<file path="config.mk">
export PLATFORM = sky130hd
export DESIGN_NAME = trap_return_ctrl
export DESIGN_NICKNAME = d
export VERILOG_FILES = /design/src/rtl/trap_ctrl_pkg.sv /design/src/rtl/trap_vector_gen.sv /design/src/rtl/ret_classifier.sv /design/src/rtl/ret_outcome_reg.sv /design/src/rtl/trap_return_ctrl.sv
export SDC_FILE = /design/constraint.sdc
export NUM_CORES = 1
export LEC_CHECK = 0
export BUFFER_PORTS_ARGS = -buffer_cell sky130_fd_sc_hd__buf_2
export CAP_MARGIN = 20
export CORE_ASPECT_RATIO = 1.5
export CORE_MARGIN = 5
export CORE_UTILIZATION = 36
export DETAILED_ROUTE_END_ITERATION = 10
export PLACE_DENSITY = 0.82
export RECOVER_POWER = 25
export REMOVE_ABC_BUFFERS = 1
export SYNTH_ARGS = -nofsm -noshare
export SYNTH_HDL_FRONTEND = slang
export SYNTH_SLANG_ARGS = --single-unit
</file>
<file path="constraint.sdc">
create_clock -name clk -period 3.5 [get_ports clk]
set_input_delay 0.7 -clock clk [delete_from_list [all_inputs] [get_ports clk]]
set_output_delay 0.7 -clock clk [all_outputs]
set_load 0.05 [all_outputs]
</file>
<file path="src/rtl/trap_ctrl_pkg.sv">
package trap_ctrl_pkg;

  typedef enum logic [2:0] {
    RK_NONE    = 3'd0,
    RK_HALT    = 3'd1,
    RK_USER    = 3'd2,
    RK_ILLEGAL = 3'd3,
    RK_NORMAL  = 3'd4,
    RK_DEBUG   = 3'd5,
    RK_SKIP    = 3'd6
  } ret_kind_e;

  typedef struct packed {
    logic sup;
    logic trap_en;
  } stat_t;

endpackage

</file>
<file path="src/rtl/trap_vector_gen.sv">
module trap_vector_gen #(
  parameter int XLEN     = 32,
  parameter int VEC_BITS = 8
) (
  input  logic                clk,
  input  logic                rst,
  input  logic                trap_req,
  input  logic [XLEN-1:0]     trap_base,
  input  logic [XLEN-1:0]     trap_ofs,
  output logic                trap_vec_vld,
  output logic [VEC_BITS-1:0] trap_vec
);
  localparam int LOW_BITS = VEC_BITS - 1;

  logic [XLEN-1:0] sum;
  assign sum = trap_base + trap_ofs;

  always_ff @(posedge clk) begin
    if (rst) begin
      trap_vec_vld <= 1'b0;
      trap_vec     <= '0;
    end else begin
      trap_vec_vld <= trap_req;
      if (trap_req) trap_vec <= {1'b1, sum[LOW_BITS-1:0]};
    end
  end

  // the pulse follows a request by one edge and lasts one cycle
  a_r1_vec_pulse: assert property (@(posedge clk) disable iff (rst)
    trap_req |=> trap_vec_vld);
  a_r1_vec_idle: assert property (@(posedge clk) disable iff (rst)
    !trap_req |=> !trap_vec_vld);
  // the vector stays in the upper half
  a_r2_vec_range: assert property (@(posedge clk) disable iff (rst)
    trap_vec_vld |-> trap_vec[VEC_BITS-1]);

endmodule

</file>
<file path="src/rtl/ret_classifier.sv">
module ret_classifier
  import trap_ctrl_pkg::*;
(
  input  logic      ret_req,
  input  logic      ret_dbg_sel,
  input  logic      st_sup,
  input  logic      st_trap_en,
  input  logic      in_debug,
  output ret_kind_e kind
);
  // Ordered legality check: user mode first, then enabled supervisor,
  // then the two permitted restore sources.
  always_comb begin
    kind = RK_NONE;
    if (ret_req) begin
      if (!st_sup) begin
        kind = st_trap_en ? RK_USER : RK_HALT;
      end else if (st_trap_en) begin
        kind = RK_ILLEGAL;
      end else if (!in_debug && !ret_dbg_sel) begin
        kind = RK_NORMAL;
      end else if (in_debug && ret_dbg_sel) begin
        kind = RK_DEBUG;
      end else begin
        kind = RK_SKIP;
      end
    end
  end

endmodule

</file>
<file path="src/rtl/ret_outcome_reg.sv">
module ret_outcome_reg
  import trap_ctrl_pkg::*;
(
  input  logic      clk,
  input  logic      rst,
  input  ret_kind_e kind,
  input  logic      st_prev_sup,
  input  logic      dbg_saved_en,
  input  logic      dbg_saved_sup,
  output logic      upd_vld,
  output stat_t     upd_stat,
  output logic      dbg_exit,
  output logic      halt_req,
  output logic      illegal_req
);
  stat_t nxt_stat;

  always_comb begin
    nxt_stat = '0;
    if (kind == RK_NORMAL) begin
      nxt_stat.sup     = st_prev_sup;
      nxt_stat.trap_en = 1'b1;
    end else if (kind == RK_DEBUG) begin
      nxt_stat.sup     = dbg_saved_sup;
      nxt_stat.trap_en = dbg_saved_en;
    end
  end

  always_ff @(posedge clk) begin
    if (rst) begin
      upd_vld     <= 1'b0;
      upd_stat    <= '0;
      dbg_exit    <= 1'b0;
      halt_req    <= 1'b0;
      illegal_req <= 1'b0;
    end else begin
      upd_vld     <= (kind == RK_NORMAL) || (kind == RK_DEBUG);
      dbg_exit    <= (kind == RK_DEBUG);
      halt_req    <= (kind == RK_HALT);
      illegal_req <= (kind == RK_ILLEGAL);
      if ((kind == RK_NORMAL) || (kind == RK_DEBUG)) upd_stat <= nxt_stat;
    end
  end

  // the two requests never coincide
  a_r9_one_exc: assert property (@(posedge clk) disable iff (rst)
    $countones({halt_req, illegal_req, upd_vld}) <= 1);
  // a debug exit always carries a status update
  a_r7_exit_upd: assert property (@(posedge clk) disable iff (rst)
    dbg_exit |-> upd_vld);

endmodule

</file>
<file path="src/rtl/trap_return_ctrl.sv">
module trap_return_ctrl
  import trap_ctrl_pkg::*;
#(
  parameter int XLEN     = 32,
  parameter int VEC_BITS = 8,
  parameter int PC_STEP  = 4
) (
  input  logic                clk,
  input  logic                rst,
  input  logic                trap_req,
  input  logic [XLEN-1:0]     trap_base,
  input  logic [XLEN-1:0]     trap_ofs,
  output logic                trap_vec_vld,
  output logic [VEC_BITS-1:0] trap_vec,
  input  logic                ret_req,
  input  logic                ret_dbg_sel,
  input  logic                st_sup,
  input  logic                st_trap_en,
  input  logic                st_prev_sup,
  input  logic                in_debug,
  input  logic [XLEN-1:0]     cur_pc,
  input  logic [XLEN-1:0]     saved_pc,
  input  logic [XLEN-1:0]     dbg_saved_pc,
  input  logic                dbg_saved_en,
  input  logic                dbg_saved_sup,
  output logic                next_pc_vld,
  output logic [XLEN-1:0]     next_pc,
  output logic                upd_vld,
  output logic                upd_sup,
  output logic                upd_trap_en,
  output logic                dbg_exit,
  output logic                halt_req,
  output logic                illegal_req
);
  localparam logic [XLEN-1:0] STEP = XLEN'(PC_STEP);

  ret_kind_e kind;
  stat_t     upd_stat;

  trap_vector_gen #(.XLEN(XLEN), .VEC_BITS(VEC_BITS)) u_vec (
    .clk(clk), .rst(rst), .trap_req(trap_req),
    .trap_base(trap_base), .trap_ofs(trap_ofs),
    .trap_vec_vld(trap_vec_vld), .trap_vec(trap_vec)
  );

  ret_classifier u_cls (
    .ret_req(ret_req), .ret_dbg_sel(ret_dbg_sel), .st_sup(st_sup),
    .st_trap_en(st_trap_en), .in_debug(in_debug), .kind(kind)
  );

  ret_outcome_reg u_out (
    .clk(clk), .rst(rst), .kind(kind), .st_prev_sup(st_prev_sup),
    .dbg_saved_en(dbg_saved_en), .dbg_saved_sup(dbg_saved_sup),
    .upd_vld(upd_vld), .upd_stat(upd_stat), .dbg_exit(dbg_exit),
    .halt_req(halt_req), .illegal_req(illegal_req)
  );

  assign upd_sup     = upd_stat.sup;
  assign upd_trap_en = upd_stat.trap_en;
  assign next_pc_vld = ret_req;

  always_comb begin
    case (kind)
      RK_NORMAL: next_pc = saved_pc;
      RK_DEBUG:  next_pc = dbg_saved_pc;
      default:   next_pc = cur_pc + STEP;
    endcase
  end

  // user return with traps off halts and updates nothing
  a_r3_halt: assert property (@(posedge clk) disable iff (rst)
    (ret_req && !st_sup && !st_trap_en) |=> (halt_req && !upd_vld));
  // supervisor return with traps on is illegal
  a_r5_illegal: assert property (@(posedge clk) disable iff (rst)
    (ret_req && st_sup && st_trap_en) |=> (illegal_req && !upd_vld));
  // normal restore re-enables traps
  a_r6_normal: assert property (@(posedge clk) disable iff (rst)
    (ret_req && st_sup && !st_trap_en && !in_debug && !ret_dbg_sel)
      |=> (upd_vld && upd_trap_en && !dbg_exit));
  // mismatched mode and select changes nothing
  a_r8_skip: assert property (@(posedge clk) disable iff (rst)
    (ret_req && st_sup && !st_trap_en && (in_debug != ret_dbg_sel))
      |=> !(upd_vld || halt_req || illegal_req || dbg_exit));
  // no registered output without a request the cycle before
  a_r10_quiet: assert property (@(posedge clk) disable iff (rst)
    !ret_req |=> !(upd_vld || halt_req || illegal_req || dbg_exit));

endmodule

</file>
==> results.tsv <==
metric	value	unit
outcome	finished clean	
cts_max_level	1	
finalMaxSlewViolations	0	
yosysWarningCount	0	
grtUsageMet1	0.179	
globalplace.congestion	0.794	
yosysSeqAreaShare	0.142	
worstPathCellList	buf_2 -> nand4_4 -> or4_1 -> buf_4 -> or4_1 -> a31oi_1 -> buf_2	
end_kind	output port	
clk_pin_slew_worst_paths	60	ps
grt_util_met3	0.0474	
postPlaceCellArea	0.00304	sq mm
antenna_cells	0	
p_per_area	247	mW/mm^2
syn_area	0.00212	sq mm
final_hold_viol_count	0	
cts.path.max_buffers	2	
setup_viol	0	
cp_slowest_cell	or4_1	
drtIter0Drc	66	
first_pass_iters	4	
port_buffers	168	
synth_async_sr_flop_share	0	
fin_skew	0	ps
crit_family	simple AND/OR/NAND/NOR gates	
drive_gt1_frac	0.396	
area_growth_syn_to_layout	45.6	%
drc	0	
fp.dieW	72.6	microns
synthDistinctLibCells	48	
hpwlAfterDp	6.33	mm
layout_setup_ws	95.3	ps
post-route-cell-area	0.00308	sq mm
yosysMostFrequentCell	a211oi_1	
max_stage_delay	520	ps
nets	625	
grt_pass1_vias	2919	
start_util	0.368	
critPathKind	input port to output port	
grt_first_pass_wirelength	12.1	mm
fp.dieArea	0.00754	sq mm
ys.flop_type	dfxtp_1	
cts_buffers	3	
synth_edf_count	0	
avgSynthCellArea	7.37	sq um
fillerInstances	563	
ir_drop	0.266	mV
max_freq	0.294	GHz
cts_root_buffer	clkbuf_8	
postSynthRegisterBits	15	
fin_setup_tns	0	ps
synth_largest_area_cell	dfxtp_1	
core	0.00574	sq mm
clkSinkCount	15	
viasPerCell	5.45	
synth.area.top_cells	dfxtp_1 14%, a211oi_1 9.6%, nor2b_1 7.7%	
p_leak	1.34	nW
critical_path_peak_fanout	18	
tightest_slew	717	ps
post-synth-top-area-fraction	0.142	
clkLatencyLatePin	240	ps
grt_max_degree	60	
hold_path_class	flop to flop	
required	2800	ps
syn_inst	287	
tritoncts	yes	
post-route-min-period	3400	ps
routedWlPerCell	14.7	microns
top_usage_layer	met2	
place_ws	102	ps
path_buf_inv	3	
ant_nets	0	
min_period_over_period	0.973	
grt_use_total	0.190	
rsz0062_at_grt	false	
dr_total_vias	2813	
critPathLaunchType	input port	
rows	34	
arrival	2700	ps
die_y	104	microns
maxCapViolCount	0	
hold_ws	481	ps
antenna_found_initial	0	
drt_wl_total	7.58	mm
synth_commonest_cells	27 x a211oi_1, 26 x nor2b_1, 17 x or4_1	
grt_overflow	0	
use_met2	0.377	
io_pins	219	
max_slew_margin	0.522	
==> flip-flops by register name, indices dropped and copies added, names as in the netlist <==
name and flops:
u_out.dbg_exit 1, u_vec.trap_vec 8, u_out.upd_vld 1, u_vec.trap_vec_vld 1
u_out.illegal_req 1, u_out.upd_stat 2, u_out.halt_req 1
==> path summary, 6_finish.rpt <==
check / endpoint / slack [ps] / cells after the start / from
max: next_pc[19] / 100 / 7 / cur_pc[4]
min: u_vec.trap_vec[7] / 480 / 2 / u_vec.trap_vec[7]
max reg2reg: u_vec.trap_vec[5] / 2540 / 2 / u_vec.trap_vec[5]
min reg2reg: u_vec.trap_vec[7] / 480 / 2 / u_vec.trap_vec[7]
==> power by group <==
group | internal, mW | switching (mW)
Sequential | 0.182 | 0.00552
Clock | 0.0805 | 0.0587
Combinational | 0.149 | 0.286
==> worst min-delay path, cell delays in order (launching register included) <==
cell,delay (ps)
dfxtp_1,320
nor2_1,40
nor2_1,80
==> final cells by class <==
class	instances	area [sq um]	area share
Clock buffer	4	45.0	0.0146
Inverter	4	15.0	0.00487
Multi-Input combinational cell	245	1730	0.560
Sequential cell	15	300	0.0975
Tap cell	72	90.1	0.0292
Timing Repair Buffer	176	905	0.294
==> metal layers <==
layer | vias to the layer above | share of wire
met5 | - | 0
li1 | 1426 | -
met4 | 0 | 0.017
met2 | 131 | 0.53
met1 | 1242 | 0.35
met3 | 14 | 0.10
==> timing repair <==
| item | CTS | global route |
|---|---|---|
| setup endpoints to repair | 0 | 2 |
| hold buffers | 0 | 0 |
| gates resized for setup | 0 | 3 |
| setup buffers | 0 | 0 |
==> through the flow <==
stage / cells / total power, mW / utilization
global route: 516 / 0.809 / 0.536
CTS: 516 / 0.765 / 0.538
global placement: 512 / 0.616 / 0.530
floorplan: 264 / 0.463 / -
finish: 516 / 0.762 / 0.536
detailed placement: 512 / 0.627 / 0.530
==> layout by cell type (no fill, tap or decap), drive strengths merged, types with 2 or more instances in the layout <==
cell	instances
buf	164
a211oi	27
clkbuf	16
nor2	15
a31oi	14
and4	2
and3	4
and2	3
a21oi	13
inv	4
nand3	9
o31ai	13
a21o	2
nor4b	2
o211ai	5
xnor2	8
nor3	5
mux2i	13
xor2	6
ha	8
nor3b	4
nand2	16
dfxtp	15
nand4	8
nor4	2
o21ai	9
or4	18
nor2b	26
==> kinds of logic after synthesis <==
family          share of synthesized area
compound gates                      0.273
simple gates                        0.355
buf+inv                            0.0544
flops                               0.142
xor+xnor                           0.0580
fa+ha+maj                          0.0568
mux                                0.0615
Note: power is estimated with default switching activity, not from simulation.
